[src/rtl/bintc_pkg.sv]
package bintc_pkg;

  localparam int unsigned DATA_W = 32;

  localparam logic [7:0] OFS_PEND = 8'h00;
  localparam logic [7:0] OFS_ENAB = 8'h04;

  // Bit vector with the lowest n positions set: the implemented sources.
  function automatic logic [DATA_W-1:0] impl_bits(int n);
    logic [DATA_W-1:0] m;
    m = '0;
    for (int i = 0; i < DATA_W; i++) begin
      if (i < n) m[i] = 1'b1;
    end
    return m;
  endfunction

  // Next value of one pending bit. A fresh edge always wins. Otherwise a
  // clearing write with a 0 in this position drops the bit.
  function automatic logic pend_next(logic cur, logic clr_wr, logic wbit, logic edge_seen);
    return edge_seen | (cur & ~(clr_wr & ~wbit));
  endfunction

endpackage

[src/rtl/bintc_sync_edge.sv]
module bintc_sync_edge #(
  parameter int NUM_SRC = 32
) (
  input  logic               clk,
  input  logic               rst_n,
  input  logic [NUM_SRC-1:0] evt_i,
  output logic [NUM_SRC-1:0] rise_o
);

  logic [NUM_SRC-1:0] meta_q;
  logic [NUM_SRC-1:0] sync_q;
  logic [NUM_SRC-1:0] prev_q;

  always_ff @(posedge clk or negedge rst_n) begin
    if (!rst_n) begin
      meta_q <= '0;
      sync_q <= '0;
      prev_q <= '0;
    end else begin
      meta_q <= evt_i;
      sync_q <= meta_q;
      prev_q <= sync_q;
    end
  end

  assign rise_o = sync_q & ~prev_q;

endmodule

[src/rtl/bintc_regs.sv]
module bintc_regs
  import bintc_pkg::*;
#(
  parameter int NUM_SRC = 32
) (
  input  logic               clk,
  input  logic               rst_n,
  input  logic [NUM_SRC-1:0] rise,
  input  logic               clr_wr,
  input  logic               enab_wr,
  input  logic [DATA_W-1:0]  wdata,
  output logic [DATA_W-1:0]  pend_q,
  output logic [DATA_W-1:0]  enab_q
);

  for (genvar b = 0; b < DATA_W; b++) begin : g_bit
    if (b < NUM_SRC) begin : g_impl
      always_ff @(posedge clk or negedge rst_n) begin
        if (!rst_n) begin
          pend_q[b] <= 1'b0;
          enab_q[b] <= 1'b0;
        end else begin
          pend_q[b] <= pend_next(pend_q[b], clr_wr, wdata[b], rise[b]);
          if (enab_wr) enab_q[b] <= wdata[b];
        end
      end
    end else begin : g_absent
      assign pend_q[b] = 1'b0;
      assign enab_q[b] = 1'b0;
    end
  end

endmodule

[src/rtl/bintc_irq_out.sv]
module bintc_irq_out
  import bintc_pkg::*;
(
  input  logic              clk,
  input  logic              rst_n,
  input  logic [DATA_W-1:0] active,
  output logic              irq_q
);

  always_ff @(posedge clk or negedge rst_n) begin
    if (!rst_n) irq_q <= 1'b0;
    else        irq_q <= |active;
  end

endmodule

[src/rtl/evt_bridge_intc.sv]
module evt_bridge_intc
  import bintc_pkg::*;
#(
  parameter int NUM_SRC = 32,
  parameter int ADDR_W  = 8
) (
  input  logic               clk,
  input  logic               rst_n,
  input  logic [NUM_SRC-1:0] evt_i,
  input  logic               bus_sel,
  input  logic               bus_wr,
  input  logic [ADDR_W-1:0]  bus_addr,
  input  logic [DATA_W-1:0]  bus_wdata,
  output logic [DATA_W-1:0]  bus_rdata,
  output logic               irq_o
);

  localparam logic [ADDR_W-1:0] A_PEND = ADDR_W'(OFS_PEND);
  localparam logic [ADDR_W-1:0] A_ENAB = ADDR_W'(OFS_ENAB);

  // Named internal events, also observed by the bound checker.
  logic [NUM_SRC-1:0] rise;
  logic               hit_pend;
  logic               hit_enab;
  logic               clr_wr;
  logic               enab_wr;
  logic [DATA_W-1:0]  pend_q;
  logic [DATA_W-1:0]  enab_q;
  logic [DATA_W-1:0]  active;

  assign hit_pend = bus_sel && (bus_addr == A_PEND);
  assign hit_enab = bus_sel && (bus_addr == A_ENAB);
  assign clr_wr   = hit_pend && bus_wr;
  assign enab_wr  = hit_enab && bus_wr;

  bintc_sync_edge #(.NUM_SRC(NUM_SRC)) u_sync (
    .clk    (clk),
    .rst_n  (rst_n),
    .evt_i  (evt_i),
    .rise_o (rise)
  );

  bintc_regs #(.NUM_SRC(NUM_SRC)) u_regs (
    .clk     (clk),
    .rst_n   (rst_n),
    .rise    (rise),
    .clr_wr  (clr_wr),
    .enab_wr (enab_wr),
    .wdata   (bus_wdata),
    .pend_q  (pend_q),
    .enab_q  (enab_q)
  );

  assign active = pend_q & enab_q;

  bintc_irq_out u_irq (
    .clk    (clk),
    .rst_n  (rst_n),
    .active (active),
    .irq_q  (irq_o)
  );

  always_comb begin
    if (hit_pend)      bus_rdata = pend_q;
    else if (hit_enab) bus_rdata = enab_q;
    else               bus_rdata = '0;
  end

endmodule

[config.mk]
export PLATFORM = sky130hd
export DESIGN_NAME = evt_bridge_intc
export DESIGN_NICKNAME = d
export VERILOG_FILES = /design/src/rtl/bintc_pkg.sv /design/src/rtl/bintc_sync_edge.sv /design/src/rtl/bintc_regs.sv /design/src/rtl/bintc_irq_out.sv /design/src/rtl/evt_bridge_intc.sv
export SDC_FILE = /design/constraint.sdc
export NUM_CORES = 1
export LEC_CHECK = 0
export BUFFER_PORTS_ARGS = -buffer_cell sky130_fd_sc_hd__buf_2
export CAP_MARGIN = 30
export CORE_MARGIN = 2
export CORE_UTILIZATION = 25
export DETAILED_ROUTE_END_ITERATION = 12
export PLACE_DENSITY = 0.52
export SETUP_SLACK_MARGIN = 0.3
export SLEW_MARGIN = 20
export SYNTH_ARGS = -nofsm -noshare
export SYNTH_HDL_FRONTEND = slang
export SYNTH_HIERARCHICAL = 1
export SYNTH_SLANG_ARGS = --single-unit
[constraint.sdc]
create_clock -name clk -period 4.3 [get_ports clk]
set_input_delay 0.86 -clock clk [delete_from_list [all_inputs] [get_ports clk]]
set_output_delay 0.86 -clock clk [all_outputs]
set_load 0.01 [all_outputs]
After elaboration in Yosys (flattened, before gate mapping)
Index checks and enable logic that the tools add are counted.
{ "op_classes": {"n_eq_ne": 1, "n_bitwise": 163, "reduce_logical": 6, "mux": 2} }
{ "op_table": {"columns": ["cell", "n"], "rows": [
  ["1-bit bitwise AND", 64],
  ["32-bit bitwise AND", 2],
  ["32-bit 2-to-1 mux", 2],
  ["1-bit inverter", 64],
  ["32-bit inverter", 1],
  ["1-bit bitwise OR", 32],
  ["32-bit OR reduction", 1],
  ["8-bit by 3-bit == test with 1-bit output (second input constant)", 1],
  ["8-bit logical NOT", 1],
  ["1-bit logical AND", 4]
]} }
{ "word_totals": {"ff_bits": 161, "word_cells": 240, "output_inout_bits": 33, "inputBits": 76} }

Logic depth before layout (Yosys ltp)
{ "logic_depth": {"word_depth": 7, "mapped_depth": 7, "ltp_nobuf": 4} }

By module
Netlist, hierarchy kept.
{ "modules_own_cells": {"columns": ["module", "seq_area_each_um2", "instances", "area_each_um2", "cells_per_inst"], "rows": [
  ["bintc_sync_edge", 2402.3, 1, 2842.7, 128],
  ["bintc_regs", 1601.5, 1, 2601.2, 167],
  ["evt_bridge_intc", 0.0, 1, 978.4, 114],
  ["bintc_irq_out", 25.0, 1, 100.1, 12]
]} }

Least setup slack after synthesis
OpenSTA, ideal clock, no wires.
{ "synth_path": {"path_kind": "input to output", "start": "input port bus_addr[7]", "end": "output port bus_rdata[0]", "arrival_time_ns": 1.919, "stages": 4, "n_path_buf": 2, "t_required_ns": 3.440, "setup_slack_ns": 1.521, "cell_sequence": "or4b_1 > buf_6 > buf_6 > nor3_2"} }
{ "synth_via": {"elab_chain_cells": 4, "elab_cells_between_ends": 6, "classes_between": "1 x eq/ne; 2 x mux; 3 x reduce/logical"} }
{ "synth_rtl": {"columns": ["item", "line", "rtl"], "rows": [
  ["start, declared", "evt_bridge_intc.sv:12", "input logic [ADDR_W-1:0] bus_addr,"],
  ["8-bit by 3-bit == test with 1-bit output", "evt_bridge_intc.sv:32", "assign hit_enab = bus_sel && (bus_addr == A_ENAB);"],
  ["1-bit logical AND", "evt_bridge_intc.sv:32", null],
  ["32-bit 2-to-1 mux", "evt_bridge_intc.sv:65", "else if (hit_enab) bus_rdata = enab_q;"],
  ["32-bit 2-to-1 mux *", "evt_bridge_intc.sv:64", "if (hit_pend) bus_rdata = pend_q;"],
  ["end, declared", "evt_bridge_intc.sv:14", "output logic [DATA_W-1:0] bus_rdata,"]
]} }
Every way passes the cells marked *; elsewhere a longest branch is shown, timed or not.

Worst setup path in the final report
{ "layout_path": {"start": "input port bus_addr[7]", "end": "output port bus_rdata[31]"} }
Same word-level chain as after synthesis.

==> results.cfg <==
[timing]
rsz0062_at_grt = false
fin_setup_tns_ns = 0
fin_ws_ns = 0.998
fin_crit_sh_pct = 76.8
final.setup_skew_ns = 0.00865
worst-slew-pin-transition_ns = 0.815
relSlewSlack_pct = 45.7
slew_viol_final = 0
fmax_ghz = 0.303
period_minus_slack_ns = 3.30
finalHoldViolCount = 0
setup_viol = 0

[yosys]
syn_nets = 497
async_flop_share_pct = 100
synth_flop_cell = dfrtp_1
synth_warnings = 6
yosysMostFrequentCell = dfrtp_1
synth_area_sq_um = 6520
synth_edf_count = 0
syn_inst = 421
ys_types = 22
synth.avg_cell_area_sq_um = 15.5
synth.ff_latch_count = 161
yosysTopAreaCellShare_pct = 61.8
synthTopCellsByArea = dfrtp_1, mux2_4, nor2b_4, mux2i_1, nor3_2
ys_seq_area_share_pct = 61.8
synth_top_area_cell = dfrtp_1

[clocking]
ctsHoldBuffers = 0
cts_sinks = 161
numCtsBuffers = 17
clock_latency_ns = 0.42
htreeDepth = 4
cts_tree = yes
postCtsSetupRepairBufs = 0
clock-root-buffer = clkbuf_16
cts_resized = 0
clk_pin_slew_ns = 0.07
cts_buffer_depth = 2

[grt]
grt_use_total_pct = 10.5
grt_max_degree = 97
antenna_found_initial = 1
grt_overflow = 0
grt_first_pass_wirelength_mm = 21.2
grt_pass1_vias = 3730

[setup_path]
rrSetupSlack_ns = 2.48
crit_arrival_ns = 2.44
setup.worst_path.end_class = output pin
r2r-end = u_irq/irq_q
r2r_start = u_regs/pend_q[3]
path_max_fanout = 34
critPathKind = input port to output pin
required_ns = 3.44
crit_path_start_kind = input port
rr_worst_depth = 4

[status]
outcome = finished, final reports clean

[power_and_ir_drop]
p_per_area_nw_per_um2 = 415
leakage_nw = 3.58
total_power_mw = 3.33
ir_drop_mv = 0.244

[layout]
multi_input_area_sq_um = 2300
nets = 616
final.fill_count = 2603
fin_cells = 889
drive_above_1_share_pct = 45.2
register_area_sq_um = 4030
fin_util_pct = 31.1
areaGrowthSynthToFinish_pct = 23.0

[floorplan]
die-area_sq_um = 27400
start_util_pct = 25.2
coreArea_sq_um = 25800
ios = 109
die_h_microns = 166
die_w_microns = 166
fp-row-count = 59

[hold_path]
hold_class = input port to asynchronous set/reset pin

[routing]
firstDrtPassIters = 6
drc = 0
vias = 3499
drtAntennaViolNets = 0
wl_per_cell_microns = 15.4
wirelength_mm = 13.7
first_iter_violations = 133
viasPerCell = 3.94

[job]
maxCapViolCount = 0

[place]
portBuffers = 108
dp.cells = 855
dp.final_hpwl_mm = 9.22
pre_cts_ws_ns = 0.991
routabilityCongestion = 0.701
-- power by group --
group          internal (mW)  switching, mW
Sequential              1.57         0.0330
Combinational         0.0958         0.0950
Clock                  0.837          0.698
Total                   2.51          0.826
-- flip-flops by register name, summed over array words and instances (netlist names) --
name           count
u_irq/irq_q        1
u_regs/enab_q     32
u_regs/pend_q     32
u_sync/meta_q     32
u_sync/prev_q     32
u_sync/sync_q     32
-- cell families after synthesis --
| kind of cell | share of synthesized area (%) |
|---|---|
| mux | 12.2 |
| buf+inv | 3.09 |
| compound gates | 3.68 |
| flops | 61.8 |
| simple gates | 19.3 |
-- worst max path at each step --
stage / to / slack (ns) / startpoint
CTS: bus_rdata[4] / 0.98 / bus_addr[2]
finish: bus_rdata[31] / 1.0 / bus_addr[7]
detailed placement: bus_rdata[4] / 0.99 / bus_addr[2]
floorplan: bus_rdata[0] / 1.52 / bus_addr[7]
global route: bus_rdata[4] / 0.93 / bus_addr[2]
global placement: bus_rdata[4] / 0.97 / bus_addr[2]
-- critical path, stage by stage --
cell and delay, ns:
buf_2 0.09, or4b_2 0.65, buf_4 0.32, nor3_1 0.30
buf_2 0.17
-- metal layers --
| metal | up-vias | track usage (%) | wire [microns] |
|---|---|---|---|
| li1 | 1671 | - | - |
| met1 | 1752 | 13.9 | 6410 |
| met2 | 68 | 16.1 | 6480 |
| met3 | 8 | 3.42 | 657 |
| met4 | 0 | 3.80 | 138 |
| met5 | - | 0 | 0 |
-- placed cells by master (no fill, tap or decap), types with 3 or more instances in the layout --
cell type,synthesis,final
nor2b_4,32,32
and2_1,32,32
nand2b_1,32,32
inv_6,0,4
buf_2,8,107
nor4_1,8,7
a21o_1,32,32
inv_8,0,3
clkbuf_16,0,17
mux2i_1,32,32
nor3_2,30,31
buf_4,0,10
dfrtp_1,161,161
mux2_4,30,30
clkinv_8,0,4
-- through the flow --
step / hold WS [ns] / area [sq um]
floorplan: 0.331 / 6520
global placement: 0.331 / 7380
detailed placement: 0.335 / 7380
CTS: 0.351 / 7990
global route: 0.349 / 8020
finish: 0.347 / 8020
-- layout make-up --
type                            count  area share [%]
Antenna cell                        1          0.0312
Clock buffer                       17            5.30
Clock inverter                     15            2.35
Inverter                            1          0.0468
Multi-Input combinational cell    240            28.7
Sequential cell                   161            50.2
Tap cell                          335            5.22
Timing Repair Buffer              119            8.09
No activity file was read; power rests on OpenSTA's default activity.
